--- src/rtl/ppio_pkg.sv ---
// Shared constants for the parallel port core.
// Assumes an 8-bit host bus; ports split into equal lanes (nibbles).
package ppio_pkg;
    localparam int PORT_W    = 8;
    localparam int LANE_W    = PORT_W / 2;
    localparam int N_PORTS   = 3;
    localparam int N_LANES   = N_PORTS * 2;
    localparam int IDX_W     = $clog2(PORT_W);
    localparam int BIT_W     = $clog2(LANE_W);

    typedef enum logic [1:0] {
        SEL_A   = 2'b00,
        SEL_B   = 2'b01,
        SEL_C   = 2'b10,
        SEL_CMD = 2'b11
    } sel_e;
endpackage

--- src/rtl/ppio_cmd_decode.sv ---
// Decodes a host write into per-port load strokes, a direction-define
// stroke and a single-bit update stroke for port C.
// Assumes cs_n/wr_en are synchronous to the core clock.
module ppio_cmd_decode
    import ppio_pkg::*;
(
    input  logic               cs_n,
    input  logic               wr_en,
    input  logic [1:0]         addr,
    input  logic               cmd_flag,
    input  logic [3:0]         dir_src,   // {A, C upper, B, C lower}
    output logic [N_PORTS-1:0] port_wr,
    output logic               mode_wr,
    output logic               bsr_wr,
    output logic [N_LANES-1:0] dir_lane
);
    logic wr_ok;
    logic cmd_sel;

    // Qualified write and command-register select
    assign wr_ok   = !cs_n && wr_en;
    assign cmd_sel = wr_ok && (addr == SEL_CMD);

    // One load stroke per data port
    for (genvar p = 0; p < N_PORTS; p++) begin : g_port_wr
        assign port_wr[p] = wr_ok && (addr == 2'(p));
    end

    // Command word kind is chosen by the flag bit
    assign mode_wr = cmd_sel && cmd_flag;
    assign bsr_wr  = cmd_sel && !cmd_flag;

    // Lane order: A lo, A hi, B lo, B hi, C lo, C hi
    assign dir_lane = {dir_src[2], dir_src[0], dir_src[1],
                       dir_src[1], dir_src[3], dir_src[3]};
endmodule

--- src/rtl/ppio_lane.sv ---
// One nibble lane: an output latch plus its direction bit.
// A direction define wins over a load, which wins over a bit update.
module ppio_lane #(
    parameter int W    = 4,
    parameter int BW   = $clog2(W)
) (
    input  logic          clk,
    input  logic          rst_n,
    input  logic          clr,
    input  logic          dir_in,
    input  logic          load,
    input  logic [W-1:0]  load_data,
    input  logic          bit_en,
    input  logic [BW-1:0] bit_sel,
    input  logic          bit_val,
    output logic [W-1:0]  lat,
    output logic          dir
);
    // Latch and direction update in priority order
    always_ff @(posedge clk) begin
        if (!rst_n) begin
            lat <= '0;
            dir <= 1'b1;
        end else if (clr) begin
            lat <= '0;
            dir <= dir_in;
        end else if (load) begin
            lat <= load_data;
        end else if (bit_en) begin
            lat[bit_sel] <= bit_val;
        end
    end
endmodule

--- src/rtl/ppio_read_mux.sv ---
// Read path: per lane, pins when input and latch when output;
// then port select, plus the direction summary for the command address.
// Output is zero unless a qualified read is in progress.
module ppio_read_mux
    import ppio_pkg::*;
(
    input  logic                      rd_ok,
    input  logic [1:0]                addr,
    input  logic [N_LANES*LANE_W-1:0] lat_all,
    input  logic [N_LANES*LANE_W-1:0] pin_all,
    input  logic [N_LANES-1:0]        dir_all,
    output logic [PORT_W-1:0]         rdata
);
    logic [N_LANES*LANE_W-1:0] view;

    // Per-lane source choice
    for (genvar l = 0; l < N_LANES; l++) begin : g_view
        assign view[l*LANE_W +: LANE_W] = dir_all[l] ? pin_all[l*LANE_W +: LANE_W]
                                                     : lat_all[l*LANE_W +: LANE_W];
    end

    // Address select and idle forcing
    always_comb begin
        rdata = '0;
        if (rd_ok) begin
            case (addr)
                SEL_A:   rdata = view[0*PORT_W +: PORT_W];
                SEL_B:   rdata = view[1*PORT_W +: PORT_W];
                SEL_C:   rdata = view[2*PORT_W +: PORT_W];
                default: rdata = {1'b1, 2'b00, dir_all[0], dir_all[5],
                                  1'b0, dir_all[2], dir_all[4]};
            endcase
        end
    end
endmodule

--- src/rtl/ppio_core.sv ---
// Top of the parallel port core: three 8-bit ports built from six
// nibble lanes, simple mode only. Split in/out/enable pins, no tristate.
// Assumes a synchronous host bus and a synchronous active-low reset.
module ppio_core
    import ppio_pkg::*;
(
    input  logic              clk,
    input  logic              rst_n,
    input  logic              cs_n,
    input  logic              wr_en,
    input  logic              rd_en,
    input  logic [1:0]        addr,
    input  logic [PORT_W-1:0] wdata,
    output logic [PORT_W-1:0] rdata,
    input  logic [PORT_W-1:0] pa_in,
    output logic [PORT_W-1:0] pa_out,
    output logic [PORT_W-1:0] pa_oe,
    input  logic [PORT_W-1:0] pb_in,
    output logic [PORT_W-1:0] pb_out,
    output logic [PORT_W-1:0] pb_oe,
    input  logic [PORT_W-1:0] pc_in,
    output logic [PORT_W-1:0] pc_out,
    output logic [PORT_W-1:0] pc_oe
);
    logic [N_PORTS-1:0]        port_wr;
    logic                      mode_wr;
    logic                      bsr_wr;
    logic [N_LANES-1:0]        dir_lane;
    logic [N_LANES-1:0]        dir_all;
    logic [N_LANES*LANE_W-1:0] lat_all;
    logic [N_LANES*LANE_W-1:0] oe_all;
    logic [N_LANES*LANE_W-1:0] pin_all;
    logic [IDX_W-1:0]          bsr_idx;

    assign bsr_idx = wdata[IDX_W:1];
    assign pin_all = {pc_in, pb_in, pa_in};

    ppio_cmd_decode u_dec (
        .cs_n     (cs_n),
        .wr_en    (wr_en),
        .addr     (addr),
        .cmd_flag (wdata[7]),
        .dir_src  ({wdata[4], wdata[3], wdata[1], wdata[0]}),
        .port_wr  (port_wr),
        .mode_wr  (mode_wr),
        .bsr_wr   (bsr_wr),
        .dir_lane (dir_lane)
    );

    // Six lanes; only the two port C lanes accept single-bit updates
    for (genvar l = 0; l < N_LANES; l++) begin : g_lane
        localparam int PORT = l / 2;
        localparam int HALF = l % 2;
        localparam logic [IDX_W-BIT_W-1:0] HSEL = (IDX_W-BIT_W)'(HALF);
        logic bit_en;

        assign bit_en = bsr_wr && (PORT == N_PORTS-1) &&
                        (bsr_idx[IDX_W-1:BIT_W] == HSEL);

        ppio_lane #(.W(LANE_W)) u_lane (
            .clk       (clk),
            .rst_n     (rst_n),
            .clr       (mode_wr),
            .dir_in    (dir_lane[l]),
            .load      (port_wr[PORT]),
            .load_data (wdata[HALF*LANE_W +: LANE_W]),
            .bit_en    (bit_en),
            .bit_sel   (bsr_idx[BIT_W-1:0]),
            .bit_val   (wdata[0]),
            .lat       (lat_all[l*LANE_W +: LANE_W]),
            .dir       (dir_all[l])
        );

        assign oe_all[l*LANE_W +: LANE_W] = {LANE_W{~dir_all[l]}};
    end

    ppio_read_mux u_rd (
        .rd_ok   (!cs_n && rd_en),
        .addr    (addr),
        .lat_all (lat_all),
        .pin_all (pin_all),
        .dir_all (dir_all),
        .rdata   (rdata)
    );

    // Pin fan-out per port
    assign pa_out = lat_all[0*PORT_W +: PORT_W];
    assign pb_out = lat_all[1*PORT_W +: PORT_W];
    assign pc_out = lat_all[2*PORT_W +: PORT_W];
    assign pa_oe  = oe_all[0*PORT_W +: PORT_W];
    assign pb_oe  = oe_all[1*PORT_W +: PORT_W];
    assign pc_oe  = oe_all[2*PORT_W +: PORT_W];
endmodule

--- config.mk ---
export PLATFORM = sky130hd
export DESIGN_NAME = ppio_core
export DESIGN_NICKNAME = d
export VERILOG_FILES = /design/src/rtl/ppio_pkg.sv /design/src/rtl/ppio_cmd_decode.sv /design/src/rtl/ppio_lane.sv /design/src/rtl/ppio_read_mux.sv /design/src/rtl/ppio_core.sv
export SDC_FILE = /design/constraint.sdc
export NUM_CORES = 1
export LEC_CHECK = 0
export CAP_MARGIN = 20
export CORE_ASPECT_RATIO = 1.75
export CORE_MARGIN = 5
export CORE_UTILIZATION = 49
export CTS_CLUSTER_SIZE = 8
export DETAILED_ROUTE_END_ITERATION = 7
export DONT_BUFFER_PORTS = 1
export GPL_ROUTABILITY_DRIVEN = 0
export HOLD_SLACK_MARGIN = 0.03
export MAX_ROUTING_LAYER = met4
export PLACE_DENSITY = 0.72
export SYNTH_ARGS = -nofsm -noshare
export SYNTH_HDL_FRONTEND = slang
export SYNTH_SLANG_ARGS = --single-unit
--- constraint.sdc ---
create_clock -name clk -period 1.15 [get_ports clk]
set_input_delay 0.115 -clock clk [delete_from_list [all_inputs] [get_ports clk]]
set_output_delay 0.115 -clock clk [all_outputs]
set_load 0.02 [all_outputs]
==> metrics.cfg <==
[status]
outcome = finished, violations left
failed_checks = negative setup slack

[global_route]
met2_usage = 0.426
grt_overflow_total = 0
antenna_found_initial = 1
grt_max_degree = 25
grt-busiest-layer = met2
grt_use_met1 = 0.251
grt_pass1_wl_mm = 9.64
grt_pass1_vias = 1834
use_met3 = 0.0391
grt_usage = 0.244

[logic_synthesis]
synth-warning-count = 0
synth_seq_area_share = 0.291
synth_area_leaders = dfxtp_1 29%, mux2i_1 13%, buf_4 8.2%
ys_seq_elements = 28
synth_top_area_cell = dfxtp_1
syn_inst = 228
synth.cell_area_sq_um = 1920
ys_types = 45
syn_nets = 267
synth_top_area_share = 0.291
postSynth.asyncResetShare = 0
synthFlopType = dfxtp_1
synth.avg_cell_area_sq_um = 8.43
synth-edff-count = 0

[placement]
io_buffer_count = 0
hpwlAfterDp_mm = 4.53
pre_cts_slack_ns = -0.143
dp.cells = 286
placed_cell_area_sq_um = 2160

[sta]
timing.final.ws_setup_ns = -0.448
fin_setup_tns_ns = -4.59
setup_viol = 24
slew_headroom = 0.742
period_share = 1.39
fmax_mhz = 626
finalMaxSlewViolations = 0
skew_ns = 0
worst_pin_slew_ns = 0.376
grt_setup_unrepaired = yes
hold_viol_final = 0
period_needed_ns = 1.60

[layout]
layout_commonest_cell = buf_4
nets = 294
design_area_sq_um = 2450
final_cell_mix = 42 x buf_4, 24 x dfxtp_1, 23 x nand2_1
fillers = 328
area.growth.synth_to_final_pct = 27.4
instances_no_fill = 303
drive_above_1_share = 0.402

[drt]
num_vias = 1796
drt_pre_antenna_iters = 4
routed_via_density = 5.93
drc = 0
ant_nets = 0
wl_per_cell_um = 20.5
drt_iter0_markers = 64
routed_wl_mm = 6.22

[die]
die_area_sq_um = 5330
row_count = 30
coreArea_sq_um = 3830
fp.dieH_um = 92.9
initial_core_util = 0.502
top_level_ports = 95
fp.dieW_um = 57.4

[clocking]
clock-root-buffer = clkbuf_8
cts.sinks = 28
cts.reportedPaths.clkPinSlew_ns = 0.10
clkLatencyLatePin_ns = 0.27
clock_path_buffers = 2
tritoncts = yes
ctsHtreeMaxLevel = 1
numCtsBuffers = 3

[critical_path]
r2r_setup_slack_ns = 0.10
cp.required_ns = 1.03
cp_max_fo = 8
startpoint_type = flip-flop
crit_path_end_kind = output pin
reg2reg_from = g_lane[1].u_lane.dir
worstSetupPathType = flip-flop to output pin
reg2reg_depth = 4
r2r_end = g_lane[1].u_lane.dir
arrival_ns = 1.48

[run]
maxCapViolations = 0

[pwr]
power.share.sequential = 0.474
p_leak_nw = 0.985
clkPwrFrac = 0.291
peakVddDrop_mv = 0.788
finalPower_mw = 2.13
power_density_nw_per_um2 = 868
swShare = 0.287
p_int_mw = 1.52
switching_power_mw = 0.611
power_frac_comb = 0.235

[hold_path]
min_from = wdata[2]
min_path_cells = 3
hold_end = g_lane[5].u_lane.lat[0]
holdCritPathClass = input pin to flip-flop

-- registers in the layout, indices dropped and copies added (netlist names) --
name               count
g_lane.u_lane.lat     24
g_lane.u_lane.dir      4
-- how the worst max path moves through the flow --
| stage | from | endpoint | depth (start not counted) |
|---|---|---|---|
| 2_1_floorplan | g_lane[3].u_lane.dir | rdata[1] | 5 |
| 3_3_place_gp | g_lane[1].u_lane.dir | rdata[2] | 5 |
| 3_5_place_dp | g_lane[1].u_lane.dir | rdata[2] | 5 |
| 4_1_cts | g_lane[1].u_lane.dir | rdata[2] | 5 |
| 5_1_grt | g_lane[1].u_lane.dir | rdata[6] | 5 |
| 6_report | g_lane[1].u_lane.dir | rdata[6] | 5 |
-- synthesized netlist by cell type, types with 2 or more instances --
library cell / instances
a211o_1: 2
o22ai_1: 10
dfxtp_1: 28
nand2_1: 23
buf_2: 5
buf_6: 4
mux2_2: 4
a211oi_1: 10
o211ai_1: 5
a311oi_1: 2
buf_4: 21
o311ai_0: 2
nor2b_1: 2
a211oi_2: 3
nor3_1: 3
or2_2: 2
inv_1: 7
clkbuf_8: 2
clkbuf_1: 3
or2b_2: 3
nand2b_1: 4
a21oi_1: 14
and2b_2: 2
mux2i_1: 25
nor2_1: 18
o21ai_0: 5
-- kinds of logic (layout without fill, tap and decap cells) --
logic type,Yosys count,count (layout),share of synthesized area
buffers and inverters,44,70,0.157
AOI/OAI and AO/OA,59,59,0.213
other,0,1,0
and+or+nand+nor,68,68,0.185
DFF,28,28,0.291
muxes,29,29,0.154
-- area by class of cell --
type | count | area [sq um] | share of cell area
inverter | 7 | 33.8 | 0.0138
timing repair buffer | 59 | 539 | 0.220
antenna | 1 | 2.50 | 0.00102
clock buffer | 4 | 55.1 | 0.0225
multi-input combinational | 156 | 1190 | 0.484
tap | 48 | 60.1 | 0.0245
sequential | 28 | 573 | 0.234
-- critical path, cell delays in order, from the launching register on --
cell     delay, ns
dfxtp_4       0.40
buf_6         0.13
mux2i_2       0.23
nor2_1        0.08
a21oi_2       0.22
o22ai_4       0.14
-- stage by stage --
step | util | hold slack, ns
global route | 0.640 | 0.0360
detailed placement | 0.565 | 0.215
global placement | 0.565 | 0.206
finish | 0.640 | 0.0362
CTS | 0.622 | 0.0371
floorplan | - | 0.204
-- power by group through the flow --
| stage | Clock (mW) | Combinational, mW | Sequential, mW |
|---|---|---|---|
| 2_1_floorplan | 0 | 0.341 | 1.06 |
| 3_3_place_gp | 0 | 0.411 | 1.03 |
| 3_5_place_dp | 0 | 0.415 | 1.03 |
| 4_1_cts | 0.614 | 0.473 | 1.01 |
| 5_1_grt | 0.658 | 0.533 | 1.01 |
| 6_report | 0.619 | 0.501 | 1.01 |
-- routing by layer --
| layer | up-vias | share of wire | wire [um] |
|---|---|---|---|
| li1 | 842 | - | - |
| met1 | 845 | 0.34 | 2110 |
| met2 | 89 | 0.54 | 3340 |
| met3 | 20 | 0.059 | 368 |
| met4 | 0 | 0.064 | 401 |
| met5 | - | 0 | 0 |
-- timing repair --
item | CTS | global route
hold buffers | 9 | 0
endpoints found under the setup margin | 32 | 32
resized for setup | 18 | 12
setup buffers | 1 | 2
hold endpoints to repair | 21 | 0
pin swaps | 3 | 7
(Power assumes the default switching activity.)
